===== src/rtl/bcdt_pkg.sv =====
package bcdt_pkg;
  localparam int REG_W   = 8;
  localparam int ADDR_W  = 3;
  localparam int NUM_REG = 7;

  typedef enum logic [ADDR_W-1:0] {
    SEL_SEC   = 3'd0,
    SEL_MIN   = 3'd1,
    SEL_HOUR  = 3'd2,
    SEL_WDAY  = 3'd3,
    SEL_DATE  = 3'd4,
    SEL_MONTH = 3'd5,
    SEL_YEAR  = 3'd6
  } reg_sel_e;

  // Increment a two-digit BCD value (caller handles the wrap point)
  function automatic logic [REG_W-1:0] bcd_inc(input logic [REG_W-1:0] v);
    if (v[3:0] >= 4'd9) return {v[7:4] + 4'd1, 4'd0};
    else                return {v[7:4], v[3:0] + 4'd1};
  endfunction

  function automatic logic [REG_W-1:0] bcd_to_bin(input logic [REG_W-1:0] v);
    return 8'(v[7:4]) * 8'd10 + 8'(v[3:0]);
  endfunction

  function automatic logic leap_year(input logic [REG_W-1:0] y);
    logic [REG_W-1:0] b;
    b = bcd_to_bin(y);
    return b[1:0] == 2'b00;
  endfunction

  // Last valid date of a month, in BCD
  function automatic logic [REG_W-1:0] month_last(input logic [REG_W-1:0] m,
                                                  input logic leap);
    case (m)
      8'h02:                      return leap ? 8'h29 : 8'h28;
      8'h04, 8'h06, 8'h09, 8'h11: return 8'h30;
      default:                    return 8'h31;
    endcase
  endfunction

  // Next hours value; bit 8 of the result is the day carry
  function automatic logic [REG_W:0] hour_next(input logic [REG_W-1:0] h);
    logic [REG_W-1:0] n;
    logic [4:0]       v;
    logic             pm;
    v  = h[4:0];
    pm = h[5];
    if (h[6]) begin
      if (v == 5'h12)      return {1'b0, 2'b01, pm, 5'h01};
      else if (v == 5'h11) return {pm, 2'b01, ~pm, 5'h12};
      else begin
        n = bcd_inc({3'b000, v});
        return {1'b0, 2'b01, pm, n[4:0]};
      end
    end else begin
      if (h[5:0] == 6'h23) return {1'b1, 8'h00};
      else begin
        n = bcd_inc({2'b00, h[5:0]});
        return {1'b0, 2'b00, n[5:0]};
      end
    end
  endfunction

  // Writable bits per register
  function automatic logic [REG_W-1:0] wr_mask(input logic [ADDR_W-1:0] sel);
    case (sel)
      SEL_SEC, SEL_MIN, SEL_HOUR: return 8'h7F;
      SEL_WDAY:                   return 8'h07;
      SEL_DATE:                   return 8'h3F;
      SEL_MONTH:                  return 8'h1F;
      SEL_YEAR:                   return 8'hFF;
      default:                    return 8'h00;
    endcase
  endfunction
endpackage


===== src/rtl/bcdt_base60.sv =====
module bcdt_base60
  import bcdt_pkg::*;
#(
  parameter logic [REG_W-1:0] LAST = 8'h59
) (
  input  logic             clk,
  input  logic             rst_n,
  input  logic             adv,
  input  logic             wr,
  input  logic [REG_W-1:0] wdata,
  output logic [REG_W-1:0] val,
  output logic             wrap
);
  assign wrap = adv && (val >= LAST);

  always_ff @(posedge clk) begin
    if (!rst_n)     val <= '0;
    else if (wr)    val <= wdata;
    else if (adv)   val <= wrap ? '0 : bcd_inc(val);
  end


  rollover_chk: assert property (@(posedge clk) disable iff (!rst_n)
    (adv && !wr && val == LAST) |=> (val == 8'h00));


  hold_chk: assert property (@(posedge clk) disable iff (!rst_n)
    (!adv && !wr) |=> $stable(val));


  wr_wins_chk: assert property (@(posedge clk) disable iff (!rst_n)
    (wr && adv) |=> (val == $past(wdata)));
endmodule


===== src/rtl/bcdt_hour.sv =====
module bcdt_hour
  import bcdt_pkg::*;
(
  input  logic             clk,
  input  logic             rst_n,
  input  logic             adv,
  input  logic             wr,
  input  logic [REG_W-1:0] wdata,
  output logic [REG_W-1:0] hour,
  output logic             day_adv
);
  logic [REG_W:0] nxt;

  assign nxt     = hour_next(hour);
  assign day_adv = adv && nxt[REG_W];

  always_ff @(posedge clk) begin
    if (!rst_n)   hour <= 8'h00;
    else if (wr)  hour <= wdata;
    else if (adv) hour <= nxt[REG_W-1:0];
  end


  h24_wrap_chk: assert property (@(posedge clk) disable iff (!rst_n)
    (adv && !wr && hour == 8'h23) |=> (hour == 8'h00));


  pm_to_am_chk: assert property (@(posedge clk) disable iff (!rst_n)
    (adv && !wr && hour == 8'h71) |=> (hour == 8'h52));


  am_to_pm_chk: assert property (@(posedge clk) disable iff (!rst_n)
    (adv && !wr && hour == 8'h51) |=> (hour == 8'h72));


  day_src_chk: assert property (@(posedge clk) disable iff (!rst_n)
    day_adv |-> (hour == 8'h23 || hour == 8'h71));
endmodule


===== src/rtl/bcdt_calendar.sv =====
module bcdt_calendar
  import bcdt_pkg::*;
(
  input  logic             clk,
  input  logic             rst_n,
  input  logic             adv,
  input  logic [3:0]       wr,
  input  logic [REG_W-1:0] wdata,
  output logic [REG_W-1:0] wday,
  output logic [REG_W-1:0] date,
  output logic [REG_W-1:0] month,
  output logic [REG_W-1:0] year
);
  logic             leap;
  logic [REG_W-1:0] last_day;
  logic             mon_adv;
  logic             yr_adv;

  assign leap     = leap_year(year);
  assign last_day = month_last(month, leap);
  assign mon_adv  = adv && (date >= last_day);
  assign yr_adv   = mon_adv && (month >= 8'h12);

  always_ff @(posedge clk) begin
    if (!rst_n) begin
      wday  <= 8'h01;
      date  <= 8'h01;
      month <= 8'h01;
      year  <= 8'h00;
    end else begin
      if (wr[0])        wday  <= wdata;
      else if (adv)     wday  <= (wday >= 8'h07) ? 8'h01 : bcd_inc(wday);
      if (wr[1])        date  <= wdata;
      else if (adv)     date  <= mon_adv ? 8'h01 : bcd_inc(date);
      if (wr[2])        month <= wdata;
      else if (mon_adv) month <= yr_adv ? 8'h01 : bcd_inc(month);
      if (wr[3])        year  <= wdata;
      else if (yr_adv)  year  <= (year >= 8'h99) ? 8'h00 : bcd_inc(year);
    end
  end


  wday_wrap_chk: assert property (@(posedge clk) disable iff (!rst_n)
    (adv && !wr[0] && wday == 8'h07) |=> (wday == 8'h01));


  feb_leap_chk: assert property (@(posedge clk) disable iff (!rst_n)
    (adv && wr == 4'b0 && month == 8'h02 && date == 8'h28 && leap)
      |=> (date == 8'h29 && month == 8'h02));


  year_roll_chk: assert property (@(posedge clk) disable iff (!rst_n)
    (adv && wr == 4'b0 && month == 8'h12 && date == 8'h31)
      |=> (month == 8'h01 && date == 8'h01 && year != $past(year)));


  short_month_chk: assert property (@(posedge clk) disable iff (!rst_n)
    (adv && wr == 4'b0 && month == 8'h04 && date == 8'h30)
      |=> (month == 8'h05 && date == 8'h01));
endmodule


===== src/rtl/bcd_timekeeper.sv =====
module bcd_timekeeper
  import bcdt_pkg::*;
(
  input  logic              clk,
  input  logic              rst_n,
  input  logic              tick_1hz,
  input  logic              osc_halt,
  input  logic              wr_en,
  input  logic [ADDR_W-1:0] wr_addr,
  input  logic [REG_W-1:0]  wr_data,
  output logic [REG_W-1:0]  sec_o,
  output logic [REG_W-1:0]  min_o,
  output logic [REG_W-1:0]  hour_o,
  output logic [REG_W-1:0]  wday_o,
  output logic [REG_W-1:0]  date_o,
  output logic [REG_W-1:0]  month_o,
  output logic [REG_W-1:0]  year_o
);
  localparam int NUM_SEXA = 2;

  logic                step;
  logic [NUM_REG-1:0]  wr_hit;
  logic [REG_W-1:0]    wdata_m;
  logic [NUM_SEXA:0]   sexa_adv;
  logic [REG_W-1:0]    sexa_val [NUM_SEXA];
  logic                day_adv;

  assign step    = tick_1hz && !osc_halt;
  assign wdata_m = wr_data & wr_mask(wr_addr);

  always_comb begin
    for (int k = 0; k < NUM_REG; k++)
      wr_hit[k] = wr_en && (wr_addr == ADDR_W'(k));
  end

  assign sexa_adv[0] = step;

  for (genvar i = 0; i < NUM_SEXA; i++) begin : g_sexa
    bcdt_base60 #(.LAST(8'h59)) u_cnt (
      .clk   (clk),
      .rst_n (rst_n),
      .adv   (sexa_adv[i]),
      .wr    (wr_hit[i]),
      .wdata (wdata_m),
      .val   (sexa_val[i]),
      .wrap  (sexa_adv[i+1])
    );
  end

  bcdt_hour u_hour (
    .clk     (clk),
    .rst_n   (rst_n),
    .adv     (sexa_adv[NUM_SEXA]),
    .wr      (wr_hit[SEL_HOUR]),
    .wdata   (wdata_m),
    .hour    (hour_o),
    .day_adv (day_adv)
  );

  bcdt_calendar u_cal (
    .clk   (clk),
    .rst_n (rst_n),
    .adv   (day_adv),
    .wr    (wr_hit[SEL_YEAR:SEL_WDAY]),
    .wdata (wdata_m),
    .wday  (wday_o),
    .date  (date_o),
    .month (month_o),
    .year  (year_o)
  );

  assign sec_o = sexa_val[0];
  assign min_o = sexa_val[1];


  halt_chk: assert property (@(posedge clk) disable iff (!rst_n)
    (osc_halt && !wr_en) |=> ($stable(sec_o) && $stable(min_o) && $stable(hour_o)
                              && $stable(date_o) && $stable(year_o)));


  no_hi_bits_chk: assert property (@(posedge clk) disable iff (!rst_n)
    ##1 (sec_o[7] == 1'b0 && min_o[7] == 1'b0 && hour_o[7] == 1'b0
         && wday_o[7:3] == 5'b0 && date_o[7:6] == 2'b0 && month_o[7:5] == 3'b0));
endmodule


===== config.mk =====
export PLATFORM = sky130hd
export DESIGN_NAME = bcd_timekeeper
export DESIGN_NICKNAME = d
export VERILOG_FILES = /design/src/rtl/bcdt_pkg.sv /design/src/rtl/bcdt_base60.sv /design/src/rtl/bcdt_hour.sv /design/src/rtl/bcdt_calendar.sv /design/src/rtl/bcd_timekeeper.sv
export SDC_FILE = /design/constraint.sdc
export NUM_CORES = 1
export LEC_CHECK = 0
export BUFFER_PORTS_ARGS = -buffer_cell sky130_fd_sc_hd__buf_2
export CAP_MARGIN = 20
export CORE_AREA = 3 3 87 89
export CTS_CLUSTER_SIZE = 10
export DETAILED_ROUTE_END_ITERATION = 8
export DIE_AREA = 0 0 90 92
export PLACE_DENSITY_LB_ADDON = 0.1
export SKIP_LAST_GASP = 1
export SYNTH_ARGS = -nofsm -noshare
export SYNTH_HDL_FRONTEND = slang
export SYNTH_HIERARCHICAL = 1
export SYNTH_SLANG_ARGS = --single-unit

===== constraint.sdc =====
create_clock -name clk -period 6.9 [get_ports clk]
set_input_delay 0 -clock clk [delete_from_list [all_inputs] [get_ports clk]]
set_output_delay 0 -clock clk [all_outputs]
set_load 0.01 [all_outputs]

==> impl_metrics.csv <==
group,metric,value,unit
final_layout,layout.cells.non_filler,665,
clocking,cts_hold_buf,0,
critical_path,crit_start,"g_sexa[0].u_cnt/val[0]$_SDFFE_PN0P_",
final_layout,final_cell_area,4750,um2
power_and_ir_drop,finalPower,0.000608,W
clocking,cts_root_buffer,"clkbuf_8",
synthesis,ys_seq_area_share,26.3,%
sta,rsz0062_at_grt,"false",
synthesis,yosysTopAreaCellShare,26.3,%
sta,fin_crit,4450,ps
synthesis,syn-cell-area,4260,um2
outcome,status,"completed",
clocking,clock-sinks,56,
critical_path,crit_path_cell_trace,"inv_1 > ha_1 > or3b_4 > a31o_2 > a21oi_1 > nor2_1 > inv_1 > nor2_1 > inv_1 > nor2_1 > inv_2 > a21o_4 > nor3_2 > a41oi_1 > o41ai_2",
synthesis,synth_area_leaders,"dfxtp_1, ha_1, a21oi_1",
clocking,clk_pin_slew_worst_paths,100,ps
clocking,clk_latency,300,ps
clocking,cts-buffers-inserted,5,
final_layout,post-route-util,69.6,%
hold_path,hold_class,"input pin to flop",
grt,first_global_vias,3849,
place,place_congestion,0.913,
critical_path,required,7100,ps
floorplanning,rows,30,
floorplanning,ios,72,
place,placed_cells,660,
place,port_buffers,71,
route,drtIter0Drc,255,
sta,fmax,225,MHz
critical_path,endpoint_kind,"flop",
critical_path,worstPathArrival,4650,ps
critical_path,reg2reg_slack,2450,ps
clocking,ctsResizeCount,0,
grt,grt_antenna_before_repair,0,
clocking,clock_path_buffers,2,
synthesis,yosysMostFrequentCell,"dfxtp_1",
floorplanning,die-area,8280,um2
critical_path,start_kind,"flop",
final_layout,diodes,0,
critical_path,crit_fanout,12,
power_and_ir_drop,ir_drop,0.0916,mV
synthesis,synth_edf_count,0,
synthesis,yosysTopAreaCell,"dfxtp_1",
route,via_count,4075,
grt,grtUsageTotal,25.3,%
clocking,h-tree-depth,2,
synthesis,ys_warn_count,6,
grt,overflow,0,
synthesis,ys_types,79,
final_layout,regArea,1120,um2
floorplanning,start_util,62.3,%
critical_path,slowest_stage,"nor2_1",
critical_path,r2r_start,"g_sexa[0].u_cnt/val[0]$_SDFFE_PN0P_",
clocking,cts_tree,"done",
critical_path,cp_num_buf_inv,4,
synthesis,ys_ff_latch,56,
sta,fin_setup_tns,0,ps
floorplanning,die_y,92,um
synthesis,synthesis.nets,562,
critical_path,worstSetupPathType,"flop to flop",
route,wl_per_cell,16.2,um
sta,setup_viol,0,
route,drt_wl_total,10800,um
hold_path,hold_start,"rst_n",
place,post_dp_cell_area,4680,um2
power_and_ir_drop,power.density,128,nW/um2
sta,tightest_slew,1020,ps
sta,max_slew_margin,32.0,%
sta,slew_viol_final,0,
sta,post-route-period-util,64.5,%
sta,final_hold_viol_count,0,
grt,grt_start_max_net_pins,39,
floorplanning,die_width,90,um
power_and_ir_drop,leakagePower,1.94,nW
synthesis,synthTopCellsByCount,"dfxtp_1, ha_1, inv_1",
floorplanning,floorplan.core_area,6830,um2
route,via_per_inst,6.13,
synthesis,yosys_most_used_dff,"dfxtp_1",
grt,grt_pass1_wl,17600,um
critical_path,slowest_delay,610,ps
job,drv_cap,0,
route,first_pass_iters,7,
synthesis,synthArstFlopShare,0,%
final_layout,drive_above_1_share,20.0,%
route,ant_nets,0,
critical_path,cpLargestDelayFamily,"simple AND/OR/NAND/NOR gates",
synthesis,syn_inst,505,
synthesis,syn_avg_cell_area,8.43,um2
final_layout,nNetsFinal,628,
clocking,post-cts-setup-buffers,0,
route,drc,0,
final_layout,multiInputGateArea,2920,um2
final_layout,syn2layout_area_growth,11.6,%
sta,finalClockSkew,7.00,ps
final_layout,fillers,569,
place,dp_hpwl,7910,um
cell type report:
cell class              instances  share of cell area (%)
inverters                      40                    3.16
repair buffers                 73                    7.79
flip-flops and latches         56                    23.6
multi-input cells             395                    61.5
clock buffers                   5                    1.45
well taps                      96                    2.53
per-layer routing:
layer / GRT usage (%) / part of all wire [%] / wire length (um) / vias up
met5: 0 / 0 / 0 / -
met4: 6.89 / 1.6 / 178 / 0
met3: 3.20 / 6.1 / 654 / 17
met2: 44.1 / 48 / 5180 / 139
met1: 32.9 / 44 / 4790 / 1938
li1: - / - / - / 1981
stage by stage:
step,setup WS [ps],hold WS [ps]
2_1_floorplan,3540,73.1
3_3_place_gp,2700,418
3_5_place_dp,2530,418
4_1_cts,2490,196
5_1_grt,2080,236
6_report,2450,201
path summary, 6_finish.rpt:
check                           cells past startpoint                    endpoint
worst max register to register                     15  u_cal/year[3]$_SDFFE_PN0P_
worst min register to register                      2  u_cal/year[7]$_SDFFE_PN0P_
worst max-delay path                               15  u_cal/year[3]$_SDFFE_PN0P_
worst min-delay path                                2  u_cal/wday[0]$_SDFFE_PN1P_
report_power, final:
group	internal [W]	switching, W	leakage, nW
Combinational	0.0000383	0.0000592	1.46
Sequential	0.000331	0.0000125	0.453
Clock	0.0000660	0.000101	0.0359
logic make-up after synthesis:
kind of cell               share of synthesized area, %
muxes                                              1.65
AOI/OAI and AO/OA                                  26.4
adders and majority gates                          12.0
DFF                                                26.3
and+or+nand+nor                                    25.7
buffers and inverters                              5.05
xor gates and xnor gates                           2.88
cell usage in the layout, fill, tap and decap left out, types with 5 or more instances in the layout:
cell / netlist / layout
buf_2: 1 / 71
dfxtp_1: 56 / 56
ha_1: 41 / 41
inv_1: 38 / 38
a21oi_1: 35 / 35
nor2_1: 31 / 31
nand2_1: 30 / 30
o21ai_0: 22 / 22
nor3_1: 16 / 16
nand3_1: 14 / 14
and2_1: 11 / 11
nand2b_1: 11 / 11
or3_1: 11 / 11
a31oi_1: 11 / 11
nor2b_1: 10 / 10
a221oi_1: 10 / 10
xor2_1: 9 / 9
nor3b_1: 8 / 8
o21ai_1: 7 / 7
mux2i_1: 7 / 7
and3_1: 6 / 6
clkbuf_8: 0 / 5
xnor2_1: 5 / 5
a22oi_1: 5 / 5
nand4_1: 5 / 5
sequential cells by signal, indices dropped and copies added, names as in the netlist:
signal and flops:
g_sexa.u_cnt/val 16, u_cal/date 8, u_cal/month 8, u_cal/wday 8
u_cal/year 8, u_hour/hour 8
Note: power is estimated with default switching activity, not from simulation.
